--- config.mk ---
export PLATFORM = sky130hd
export DESIGN_NAME = lcd_strobe_gen
export DESIGN_NICKNAME = d
export VERILOG_FILES = /design/src/rtl/lcd_tg_pkg.sv /design/src/rtl/lcd_cfg_check.sv /design/src/rtl/lcd_line_timer.sv /design/src/rtl/lcd_frame_timer.sv /design/src/rtl/lcd_strobe_gen.sv
export SDC_FILE = /design/constraint.sdc
export NUM_CORES = 1
export LEC_CHECK = 0
export ABC_AREA = 1
export BUFFER_PORTS_ARGS = -buffer_cell sky130_fd_sc_hd__buf_4
export CORE_MARGIN = 1.5
export CORE_UTILIZATION = 54
export DETAILED_ROUTE_END_ITERATION = 8
export GPL_TIMING_DRIVEN = 0
export PLACE_DENSITY = 0.86
export SLEW_MARGIN = 20
export SYNTH_ARGS = -nofsm -noshare
export SYNTH_HDL_FRONTEND = slang
export SYNTH_SLANG_ARGS = --single-unit
--- constraint.sdc ---
create_clock -name clk -period 3.5 [get_ports clk]
set_input_delay 0.525 -clock clk [delete_from_list [all_inputs] [get_ports clk]]
set_output_delay 0.525 -clock clk [all_outputs]
set_load 0.005 [all_outputs]
--- src/rtl/lcd_tg_pkg.sv ---
package lcd_tg_pkg;

  typedef enum logic [1:0] {
    SPD_2   = 2'd0,
    SPD_4   = 2'd1,
    SPD_8   = 2'd2,
    SPD_BAD = 2'd3
  } spd_e;

  // number of segments driven on one line; zero for an unused code
  function automatic logic [9:0] seg_width(input logic [2:0] code);
    case (code)
      3'd0:    return 10'd64;
      3'd1:    return 10'd128;
      3'd2:    return 10'd160;
      3'd3:    return 10'd256;
      3'd4:    return 10'd320;
      default: return 10'd0;
    endcase
  endfunction

  // smallest legal divisor: width * n / 16 + 1, n = 2 << spd
  function automatic logic [8:0] min_div(input logic [2:0] seg, input logic [1:0] spd);
    logic [9:0] w;
    w = seg_width(seg);
    return ({2'b00, w[9:3]} << spd) + 9'd1;
  endfunction

endpackage

--- src/rtl/lcd_cfg_check.sv ---
module lcd_cfg_check
  import lcd_tg_pkg::*;
#(
  parameter int DIV_W = 8,
  parameter int FRM_W = 10,
  parameter int POR_W = 3
) (
  input  logic [1:0]       spd,
  input  logic [2:0]       seg,
  input  logic [DIV_W-1:0] div,
  input  logic [FRM_W-1:0] lines,
  input  logic [POR_W-1:0] fporch,
  output logic             bad
);

  localparam int CW = (DIV_W > 9) ? DIV_W : 9;

  logic [CW-1:0] div_ext, min_ext;
  logic          spd_bad, seg_bad, div_bad, frm_bad;

  always_comb begin
    div_ext = CW'(div);
    min_ext = CW'(min_div(seg, spd));
    spd_bad = (spd == SPD_BAD);
    seg_bad = (seg > 3'd4);
    div_bad = (div_ext < min_ext);
    frm_bad = (lines <= FRM_W'(fporch));
    bad     = spd_bad | seg_bad | div_bad | frm_bad;
  end

endmodule

--- src/rtl/lcd_line_timer.sv ---
module lcd_line_timer
  import lcd_tg_pkg::*;
#(
  parameter int DIV_W   = 8,
  parameter int LCLK_HI = 8,
  parameter int DATA_AT = 16
) (
  input  logic             clk,
  input  logic             rst_n,
  input  logic             run,
  input  logic [DIV_W-1:0] div,
  input  logic [1:0]       spd,
  input  logic [2:0]       seg,
  input  logic             active,
  output logic             line_end,
  output logic             line_clk,
  output logic             line_latch,
  output logic             pix_clk,
  output logic             pix_valid
);

  localparam int HW = DIV_W + 4;

  logic [HW-1:0] hcnt, last, span, off, n, phase;
  logic          in_win;

  always_comb begin
    n        = HW'(2) << spd;
    last     = {div, 4'hF};
    span     = (HW'(seg_width(seg)) << 1) << spd;
    off      = hcnt - HW'(DATA_AT);
    phase    = off & (n - HW'(1));
    in_win   = active && (hcnt >= HW'(DATA_AT)) && (off < span);
    line_end = run && (hcnt == last);
    line_clk   = run && (hcnt < HW'(LCLK_HI));
    line_latch = run && (hcnt < n);
    pix_valid  = run && in_win;
    pix_clk    = run && in_win && (phase >= (n >> 1));
  end

  always_ff @(posedge clk) begin
    if (!rst_n)        hcnt <= '0;
    else if (line_end) hcnt <= '0;
    else if (run)      hcnt <= hcnt + HW'(1);
  end

  a_r2_count: assert property (@(posedge clk) disable iff (!rst_n)
    (run && !line_end) |=> (hcnt == $past(hcnt) + HW'(1)));

  a_r2_wrap: assert property (@(posedge clk) disable iff (!rst_n)
    line_end |=> (hcnt == '0));

endmodule

--- src/rtl/lcd_frame_timer.sv ---
module lcd_frame_timer #(
  parameter int FRM_W = 10,
  parameter int POR_W = 3
) (
  input  logic             clk,
  input  logic             rst_n,
  input  logic             run,
  input  logic             line_end,
  input  logic [FRM_W-1:0] lines,
  input  logic [POR_W-1:0] fporch,
  output logic             frame_end,
  output logic             first_line,
  output logic             active_line
);

  logic [FRM_W-1:0] vcnt;

  always_comb begin
    frame_end   = line_end && (vcnt == lines - FRM_W'(1));
    first_line  = run && (vcnt == '0);
    active_line = (vcnt >= FRM_W'(fporch));
  end

  always_ff @(posedge clk) begin
    if (!rst_n)         vcnt <= '0;
    else if (frame_end) vcnt <= '0;
    else if (line_end)  vcnt <= vcnt + FRM_W'(1);
  end

  a_r4_wrap: assert property (@(posedge clk) disable iff (!rst_n)
    frame_end |=> (vcnt == '0));

  a_r4_step: assert property (@(posedge clk) disable iff (!rst_n)
    (line_end && !frame_end) |=> (vcnt == $past(vcnt) + FRM_W'(1)));

endmodule

--- src/rtl/lcd_strobe_gen.sv ---
module lcd_strobe_gen #(
  parameter int DIV_W   = 8,
  parameter int FRM_W   = 10,
  parameter int POR_W   = 3,
  parameter int LCLK_HI = 8
) (
  input  logic             clk,
  input  logic             rst_n,
  input  logic [1:0]       cfg_speed,
  input  logic [2:0]       cfg_seg,
  input  logic [DIV_W-1:0] cfg_div,
  input  logic [FRM_W-1:0] cfg_lines,
  input  logic [POR_W-1:0] cfg_fporch,
  output logic             pix_clk,
  output logic             pix_valid,
  output logic             line_clk,
  output logic             line_latch,
  output logic             frame_mark,
  output logic             config_error
);

  logic [1:0]       sh_spd;
  logic [2:0]       sh_seg;
  logic [DIV_W-1:0] sh_div;
  logic [FRM_W-1:0] sh_lines;
  logic [POR_W-1:0] sh_fporch;
  logic             err_q, bad, run;
  logic             line_end, frame_end, active_line;

  lcd_cfg_check #(.DIV_W(DIV_W), .FRM_W(FRM_W), .POR_W(POR_W)) u_chk (
    .spd(sh_spd), .seg(sh_seg), .div(sh_div),
    .lines(sh_lines), .fporch(sh_fporch), .bad(bad)
  );

  always_comb begin
    config_error = err_q | bad;
    run          = !config_error;
  end

  always_ff @(posedge clk) begin
    if (!rst_n) begin
      sh_spd    <= cfg_speed;
      sh_seg    <= cfg_seg;
      sh_div    <= cfg_div;
      sh_lines  <= cfg_lines;
      sh_fporch <= cfg_fporch;
      err_q     <= 1'b0;
    end else begin
      err_q <= err_q | bad;
      if (frame_end) begin
        sh_spd    <= cfg_speed;
        sh_seg    <= cfg_seg;
        sh_div    <= cfg_div;
        sh_lines  <= cfg_lines;
        sh_fporch <= cfg_fporch;
      end
    end
  end

  lcd_line_timer #(.DIV_W(DIV_W), .LCLK_HI(LCLK_HI), .DATA_AT(16)) u_line (
    .clk(clk), .rst_n(rst_n), .run(run), .div(sh_div), .spd(sh_spd),
    .seg(sh_seg), .active(active_line), .line_end(line_end),
    .line_clk(line_clk), .line_latch(line_latch),
    .pix_clk(pix_clk), .pix_valid(pix_valid)
  );

  lcd_frame_timer #(.FRM_W(FRM_W), .POR_W(POR_W)) u_frame (
    .clk(clk), .rst_n(rst_n), .run(run), .line_end(line_end),
    .lines(sh_lines), .fporch(sh_fporch), .frame_end(frame_end),
    .first_line(frame_mark), .active_line(active_line)
  );

  a_r8_sticky: assert property (@(posedge clk) disable iff (!rst_n)
    err_q |=> err_q);

  a_r8_quiet: assert property (@(posedge clk) disable iff (!rst_n)
    config_error |-> !(pix_clk | pix_valid | line_clk | line_latch | frame_mark));

  a_r9_hold: assert property (@(posedge clk) disable iff (!rst_n)
    !frame_end |=> $stable({sh_spd, sh_seg, sh_div, sh_lines, sh_fporch}));

endmodule

==> impl_results.md <==
- Outcome: complete, no violations
- Clk network pwr share: 0.282
- Die Ht: roughly 84 µm
- H-Tree Depth: 2
- Synth Area in Adders: 0.105
- Die footprint: between 7000 and 8000 µm²
- Final Max Slew Viols: 0
- Net switching power: between 0.3 and 0.4 mW
- Tcrit/Tclk final: 0.944
- CTS tree: yes
- Worst min path class: in2reg
- Sequential area share after synthesis: 0.347
- Num rows: 29
- Mapped Avg Cell Area: around 8.1 µm²
- Root buffer cell: clkbuf_8
- Cells after Synth: 442
- Area contributors post-synth: edfxtp_1 22%, dfxtp_1 13%, ha_1 10%
- First-pass GRT wire length: 13700 µm
- Worst setup EP type: primary output
- Multi-input logic area: 2090 µm²
- Hold slack: ~0.4 ns
- Initial core utilization: 0.561
- DP HPWL: between 6000 and 7000 µm
- Clock skew: 0.00691 ns
- Switching Fraction: 0.272
- Non-filler cells, final: 564
- # nets final: between 500 and 600
- Measured slew at the worst slew-check pin: ~0.80 ns
- Sequential cell area: ~1200 µm²
- Num Clock Sinks: slightly below 50
- Compound-Gate Fraction of Synth Area: 0.0783
- Max Cap Violations: 0
- Drt wl/cell: between 10 and 15 µm
- Main combinational cell family by area after synthesis: simple AND/OR/NAND/NOR gates
- Via density: 5.55
- Clock-pin slew on the worst setup and hold paths: around 0.09 ns
- First-pass iteration count of the detailed router: 7
- # setup viols final: 0
- Via count of the routed design: 3128
- Syn_nets: 500
- VDD IR max: about 0.00023 V
- Num CTS Buffers: 5
- Final hold violation count: 0
- Gpl congestion: 0.899
- Post-route cell area: roughly 4100 µm²
- Mux cell area share after synthesis: 0.00280
- Logic pwr share: 0.169
- Critical path data required time: between 2 and 3 ns
- WS Path Type: reg2out
- CP startpoint kind: flop
- DRT antenna net count: 0
- Layout cells sized above 1: 0.199
- FF+latch count, synth: 49
- Residual DRC count: 0
- Worst Path Arrival: about 2.8 ns
- Synth Area in XOR/XNOR: 0.103
- Iteration-0 DRC Markers: ~180
- Power per cell area: 286 nW/µm²
- Placed insts: roughly 550
- Critical path fanouts, max: 19
- Synth warn: 0
- IO Count: 34
- Antenna violations before repair: 0
- P_int: 0.852 mW
- GRT overflow: 0
- Skew-Pair Late Insertion Delay: roughly 0.30 ns
- Setup_tns: 0 ns
- WL final: slightly above 8000 µm
- Fmax: between 300 and 400 MHz
- Slew headroom: 0.463
- Core area: between 6000 and 7000 µm²
- I/O Buffers: 33
- Vias in the first global route: about 3.0k
- Post-synth EDFFs: 26
- Minimum clock period: between 3 and 4 ns
- Post-synthesis cell type count: 40
- DP Area: 3940 µm²
- Yosys top cell area share: 0.218
- Synth Area in Simple Gates: 0.280
- Total track usage: 0.237
- Lkg Pwr: around 1.8 nW
- Total power: 1.17 mW
- Number of fill cells: between 500 and 600
- Cell Area, Synth: between 3000 and 4000 µm²
- Largest net degree at the start of global routing: 28
- Area growth syn-to-layout: 14.2%
- Largest area contributor in the netlist: edfxtp_1
- N_diodes: 0
- Post-synth top flop: edfxtp_1
- Share of synthesized registers carrying an async set or reset: 0
- Maximum clock path buffer count: 2
- Die X: about 84 µm
- Sequential power share: 0.550
## logic make-up (layout without fill, tap and decap cells)
| family | count (synthesis) | in the layout |
|---|---|---|
| AO/OA/AOI/OAI | 43 | 43 |
| XOR/XNOR | 42 | 42 |
| adder cells (fa/ha/maj) | 30 | 30 |
| buffers and inverters | 66 | 111 |
| flip-flops | 49 | 49 |
| multiplexers | 1 | 1 |
| AND/OR/NAND/NOR | 211 | 211 |
## state kept, by name, summed over array words and instances (netlist names)
register      flops
err_q             1
u_frame.vcnt     10
sh_div            8
u_line.hcnt      12
sh_spd            2
sh_fporch         3
sh_lines         10
sh_seg            3
## power by group through the flow
stage | Clock (mW) | Combinational (mW) | Sequential (mW)
final | 0.329 | 0.197 | 0.643
after global placement | 0 | 0.177 | 0.655
after detailed placement | 0 | 0.187 | 0.656
after floorplan | 0 | 0.125 | 0.651
after CTS | 0.337 | 0.192 | 0.642
after global routing | 0.358 | 0.220 | 0.645
## cells in the mapped netlist, types with 2 or more instances
master    number
nand2_1       95
nand2_2       11
a21oi_1       13
inv_1         46
o21ai_0       11
nor2_1        37
xnor2_1       12
nand3_1       19
nor3_1        12
a21oi_2        9
xor2_1        30
buf_6          4
clkbuf_1      11
edfxtp_1      26
buf_2          2
o21a_1         3
ha_1          30
nor4_2         4
nand3b_1       2
nor4_1         2
or2_2          3
nor2_2         2
dfxtp_1       23
a21boi_0       2
nand4_1       18
## routing by layer
layer | vias up | share of wire | track usage
li1 | 1543 | - | -
met1 | 1456 | 0.41 | 0.283
met2 | 105 | 0.52 | 0.442
met3 | 24 | 0.052 | 0.0344
met4 | 0 | 0.023 | 0.0645
met5 | - | 0 | 0
## final timing paths
kind                                       to  cells past startpoint  slack (ns)                   startpoint
hold / removal            sh_spd[1]$_DFFE_PP_                      1        0.39                 cfg_speed[1]
setup / recovery                   frame_mark                     16        0.20          sh_seg[2]$_DFFE_PP_
hold reg to reg   u_line.hcnt[0]$_SDFFE_PP0P_                      2        0.49  u_line.hcnt[0]$_SDFFE_PP0P_
setup reg to reg        sh_lines[6]$_DFFE_PP_                     15        0.40          sh_seg[2]$_DFFE_PP_
## stage by stage
step	util	setup slack (ns)
2_1_floorplan	-	0.358
3_3_place_gp	0.615	-0.0521
3_5_place_dp	0.616	0.111
4_1_cts	0.633	0.00521
5_1_grt	0.640	-0.0182
6_report	0.640	0.195
## cell type report
cell class / instances / share of cell area
Sequential cell: 49 / 0.304
Inverter: 47 / 0.0435
Timing Repair Buffer: 39 / 0.0716
Multi-Input combinational cell: 327 / 0.510
Clock buffer: 5 / 0.0168
Buffer: 17 / 0.0266
Tap cell: 77 / 0.0236
Clock inverter: 3 / 0.00428
## worst max-delay path, cell delays in order, from the launching register on
cell and delay [ns]:
edfxtp_1 0.45, inv_1 0.14, nand3b_1 0.15, o21ai_1 0.22, nand2_1 0.14, ha_1 0.30, nand2_1 0.04, nor2_1 0.09
nand2_1 0.06, nand2_1 0.06, nand2_1 0.05, nand2_1 0.05, nand2_1 0.06, nand2_2 0.12, nand2_4 0.18, nor4_4 0.22
buf_4 0.16
## cell usage in the layout (no fill, tap or decap), types with 2 or more instances in the layout
cell | synthesis | layout
nor4_4 | 0 | 2
xor2_1 | 30 | 30
xnor2_1 | 12 | 12
nor3_2 | 1 | 2
o21ai_0 | 11 | 8
edfxtp_1 | 26 | 26
nor2_2 | 2 | 2
a21oi_1 | 13 | 11
ha_1 | 30 | 30
or2_2 | 3 | 3
buf_4 | 1 | 40
nor2_1 | 37 | 37
nand4_1 | 18 | 18
o21ai_1 | 1 | 3
buf_6 | 4 | 3
dfxtp_1 | 23 | 23
clkbuf_1 | 11 | 10
nor4_1 | 2 | 2
clkbuf_8 | 0 | 5
nor4_2 | 4 | 2
nand3b_1 | 2 | 2
inv_1 | 46 | 45
clkinv_2 | 1 | 2
buf_2 | 2 | 2
a21boi_0 | 2 | 2
nand2_1 | 95 | 94
nand3_1 | 19 | 18
a21oi_2 | 9 | 11
nor3_1 | 12 | 11
nand2_2 | 11 | 12
o21a_1 | 3 | 3
nand3_2 | 1 | 2
## timing repair
item                       4_1_cts  5_1_grt
pin swaps                        0        4
gates cloned                     0        0
hold buffers                     0        0
setup buffers                    2        4
gates resized for setup          2        9
setup endpoints to repair        5       32
Power figures use the tool's default switching activity.
